==> config.mk <==
export PLATFORM = sky130hd
export DESIGN_NAME = fx_flag_status
export DESIGN_NICKNAME = d
export VERILOG_FILES = /design/src/rtl/fx_flag_pkg.sv /design/src/rtl/fx_flag_merge.sv /design/src/rtl/fx_flag_store.sv /design/src/rtl/fx_flag_status.sv
export SDC_FILE = /design/constraint.sdc
export NUM_CORES = 1
export LEC_CHECK = 0
export ABC_AREA = 1
export BUFFER_PORTS_ARGS = -buffer_cell sky130_fd_sc_hd__buf_2
export CORE_MARGIN = 2
export CORE_UTILIZATION = 33
export CTS_BUF_LIST = sky130_fd_sc_hd__clkbuf_8
export DETAILED_ROUTE_END_ITERATION = 7
export PLACE_DENSITY_LB_ADDON = 0.25
export SYNTH_ARGS = -nofsm -noshare
export SYNTH_HDL_FRONTEND = slang
export SYNTH_SLANG_ARGS = --single-unit
==> constraint.sdc <==
create_clock -name clk -period 0.8 [get_ports clk]
set_input_delay 0.08 -clock clk [delete_from_list [all_inputs] [get_ports clk]]
set_output_delay 0.08 -clock clk [all_outputs]
set_load 0.05 [all_outputs]
==> src/rtl/fx_flag_pkg.sv <==
package fx_flag_pkg;

    localparam int FLAG_W = 7;

    // Field order is fixed: invalid ends up in bit 0, result-flushed in bit 6.
    typedef struct packed {
        logic res_flush;
        logic in_flush;
        logic div_zero;
        logic inexact;
        logic underflow;
        logic overflow;
        logic invalid;
    } fx_flags_t;

    localparam fx_flags_t FLAGS_CLEAR = '0;

    function automatic fx_flags_t flags_or(input fx_flags_t a, input fx_flags_t b);
        return fx_flags_t'(a | b);
    endfunction

    function automatic fx_flags_t flags_gate(input fx_flags_t f, input logic en);
        return en ? f : FLAGS_CLEAR;
    endfunction

endpackage

==> src/rtl/fx_flag_merge.sv <==
module fx_flag_merge
    import fx_flag_pkg::*;
#(
    parameter int NUM_UNITS = 4
) (
    input  logic [NUM_UNITS-1:0]        upd_valid,
    input  logic [NUM_UNITS*FLAG_W-1:0] upd_flags,
    output fx_flags_t                   merged,
    output logic                        any_valid
);

    fx_flags_t gated [NUM_UNITS];

    for (genvar u = 0; u < NUM_UNITS; u++) begin : g_unit
        assign gated[u] = flags_gate(fx_flags_t'(upd_flags[u*FLAG_W +: FLAG_W]), upd_valid[u]);
    end

    always_comb begin
        merged = FLAGS_CLEAR;
        for (int u = 0; u < NUM_UNITS; u++) begin
            merged = flags_or(merged, gated[u]);
        end
    end

    assign any_valid = |upd_valid;

endmodule

==> src/rtl/fx_flag_store.sv <==
module fx_flag_store
    import fx_flag_pkg::*;
(
    input  logic      clk,
    input  logic      rst,
    input  logic      wr_en,
    input  fx_flags_t wr_value,
    input  fx_flags_t merged,
    input  logic      any_valid,
    output fx_flags_t stored
);

    fx_flags_t nxt;

    always_comb begin
        nxt = stored;
        if (wr_en) begin
            nxt = flags_or(wr_value, merged);
        end else if (any_valid) begin
            nxt = flags_or(stored, merged);
        end
    end

    always_ff @(posedge clk) begin
        if (rst) begin
            stored <= FLAGS_CLEAR;
        end else begin
            stored <= nxt;
        end
    end

endmodule

==> src/rtl/fx_flag_status.sv <==
module fx_flag_status
    import fx_flag_pkg::*;
#(
    parameter int NUM_UNITS = 4
) (
    input  logic                        clk,
    input  logic                        rst,
    input  logic [NUM_UNITS-1:0]        upd_valid,
    input  logic [NUM_UNITS*FLAG_W-1:0] upd_flags,
    input  logic                        wr_en,
    input  logic [FLAG_W-1:0]           wr_data,
    output logic [FLAG_W-1:0]           rd_data
);

    fx_flags_t merged;
    logic      any_valid;
    fx_flags_t stored;

    fx_flag_merge #(.NUM_UNITS(NUM_UNITS)) u_merge (
        .upd_valid (upd_valid),
        .upd_flags (upd_flags),
        .merged    (merged),
        .any_valid (any_valid)
    );

    fx_flag_store u_store (
        .clk       (clk),
        .rst       (rst),
        .wr_en     (wr_en),
        .wr_value  (fx_flags_t'(wr_data)),
        .merged    (merged),
        .any_valid (any_valid),
        .stored    (stored)
    );

    assign rd_data = stored;

endmodule

==> impl_metrics.env <==
export IMPL_skew_ns=0
export IMPL_cp_end_kind="output port"
export IMPL_crit_path_max_incr_delay_ns=0.35
export IMPL_layout_common_cells="nand2_1 (46), buf_2 (41), nor2_1 (21), inv_1 (13)"
export IMPL_path_delay_family="flip-flops"
export IMPL_startpoint_type="flop"
export IMPL_gp_congestion=0.778
export IMPL_max_clock_path_buffers=2
export IMPL_slowest_stage="dfxtp_4"
export IMPL_dr_pass1_iters=4
export IMPL_hold_buffers=0
export IMPL_top_layer_used="met4"
export IMPL_viasPerCell=4.19
export IMPL_arrival_ns=0.71
export IMPL_fillCellCount=141
export IMPL_rr_worst_depth=4
export IMPL_rows=14
export IMPL_wl_met2_um=736
export IMPL_critPathMaxFanout=2
export IMPL_grt_max_degree=15
export IMPL_route_vias_total=696
export IMPL_final_min_clock_period_ns=0.790
export IMPL_yosysWarnings=0
export IMPL_fin_setup_tns_ns=0
export IMPL_die_x_um=43.3
export IMPL_cts_sinks=7
export IMPL_regToRegSetupSlack_ns=0.10
export IMPL_syn_inst=99
export IMPL_crit_required_ns=0.72
export IMPL_wl_met1_um=601
export IMPL_io_buffer_count=48
export IMPL_hold_ws_ns=0.111
export IMPL_wl_met3_um=100
export IMPL_top_regs="u_store.stored: 7 flops"
export IMPL_drt_iter0_markers=4
export IMPL_drive_above_1_share_pct=40.7
export IMPL_r2r_start="u_store.stored[5]"
export IMPL_htree_levels=1
export IMPL_synth_avg_cell_area_um2=5.14
export IMPL_power_density_nw_per_um2=1490
export IMPL_yosys_register_bits=7
export IMPL_synth_nets=141
export IMPL_finalCritPeriodShare_pct=98.7
export IMPL_post_drt_wl_per_cell_um=8.78
export IMPL_min_from="rst"
export IMPL_io_pins=49
export IMPL_final_common_cell="nand2_1"
export IMPL_slew_headroom_pct=82.3
export IMPL_grt_setup_unrepaired="true"
export IMPL_ys_types=8
export IMPL_yosysSeqAreaShare_pct=27.5
export IMPL_worstSkewPairLatency_ns=0.22
export IMPL_grt_use_total_pct=17.4
export IMPL_grt_pass1_wl_um=2420
export IMPL_whs_path_depth=2
export IMPL_area_growth_pct=76.7
export IMPL_cts_tree="built"
export IMPL_largest_reg_flops=7
export IMPL_cts_clk_slew_worst_paths_ns=0.04
export IMPL_multi_input_area_um2=305
export IMPL_drtAntennaViolNets=0
export IMPL_core_um2=1470
export IMPL_register_area_um2=166
export IMPL_tightest_slew_ns=0.266
export IMPL_worst_setup_path_type="flop to output port"
export IMPL_setup_viol=0
export IMPL_synthesis_area_um2=509
export IMPL_cp_cell_sequence="buf_8"
export IMPL_pre_cts_ws_ns=0.0703
export IMPL_vdd_drop_max_v=0.000748
export IMPL_largest_register="u_store.stored"
export IMPL_grt_pass1_vias=602
export IMPL_die_y_um=43.3
export IMPL_min_path_type="primary input to flop"
export IMPL_cap_violations=0
export IMPL_p_leak_nw=0.566
export IMPL_crit_buf_inv=1
export IMPL_cts_setup_buffers=0
export IMPL_routed_wl_um=1460
export IMPL_min_to="u_store.stored[1]"
export IMPL_outcome="finished clean"
export IMPL_die_area_um2=1870
export IMPL_drc=0
export IMPL_antenna_found_initial=0
export IMPL_start_util_pct=34.6
export IMPL_worst_r2r_endpoint="u_store.stored[5]"
export IMPL_gr_total_overflow=0
export IMPL_cts_root_buf="clkbuf_8"
export IMPL_finalHoldViolations=0
export IMPL_cts_inserted_buffers=3
export IMPL_maxSlewViolCount=0
export IMPL_fmax_mhz=1270
export IMPL_fin_ws_ns=0.0104
export IMPL_diodes=0
export IMPL_fin_nets=193
==> cell families after synthesis <==
family	after synthesis	synth area share, %
flops	7	27.5
compound gates	7	6.88
buf+inv	15	12.5
simple gates	70	53.1
==> cell usage after synthesis <==
library cell  count  area, um^2
nand2_1          46         173
nor2_1           21        78.8
inv_1            12        45.0
a21oi_1           7        35.0
dfxtp_1           7         140
nand2_2           3        18.8
clkinv_1          2        7.51
buf_6             1        11.3
==> metal layers <==
metal	vias up	global-route usage, %
li1	390	-
met1	274	21.0
met2	30	29.0
met3	2	2.55
met4	0	9.70
met5	-	0
==> per-stage QoR <==
stage | instances | util (%) | instance area [um^2] | power [mW]
after global placement | 162 | 53.3 | 785 | 0.789
after detailed placement | 162 | 53.3 | 785 | 0.797
after floorplan | 99 | - | 536 | 0.636
after CTS | 166 | 59.4 | 873 | 1.33
final | 166 | 61.1 | 900 | 1.34
after global routing | 166 | 61.1 | 900 | 1.44
==> final cells by class <==
| type | instances | area share [%] |
|---|---|---|
| Inverter | 14 | 5.84 |
| Multi-Input combinational cell | 77 | 33.9 |
| Tap cell | 16 | 2.23 |
| Clock buffer | 3 | 4.59 |
| Timing Repair Buffer | 48 | 34.5 |
| Sequential cell | 7 | 18.5 |
| Clock inverter | 1 | 0.417 |
==> where the power goes <==
part	switching, mW	internal, mW	total, mW	leakage (nW)
Clock	0.152	0.332	0.484	0.0269
Sequential	0.0245	0.379	0.403	0.0620
Combinational	0.247	0.208	0.455	0.477
==> how the worst max path moves through the flow <==
stage                                  from                end  slack, ns  cells past startpoint
after CTS                 u_store.stored[1]         rd_data[1]      0.003                      1
after floorplan           u_store.stored[0]  u_store.stored[0]       0.03                      4
after global routing      u_store.stored[3]         rd_data[3]     -0.009                      1
after global placement                wr_en  u_store.stored[0]       0.10                      5
final                     u_store.stored[1]         rd_data[1]       0.01                      1
after detailed placement              wr_en  u_store.stored[4]       0.07                      5
==> repair_timing <==
| item | in CTS | in global routing |
|---|---|---|
| cloned | 0 | 0 |
| gates resized for setup | 14 | 7 |
| setup endpoints to repair | 7 | 7 |
No activity file was read; power rests on OpenSTA's default activity.
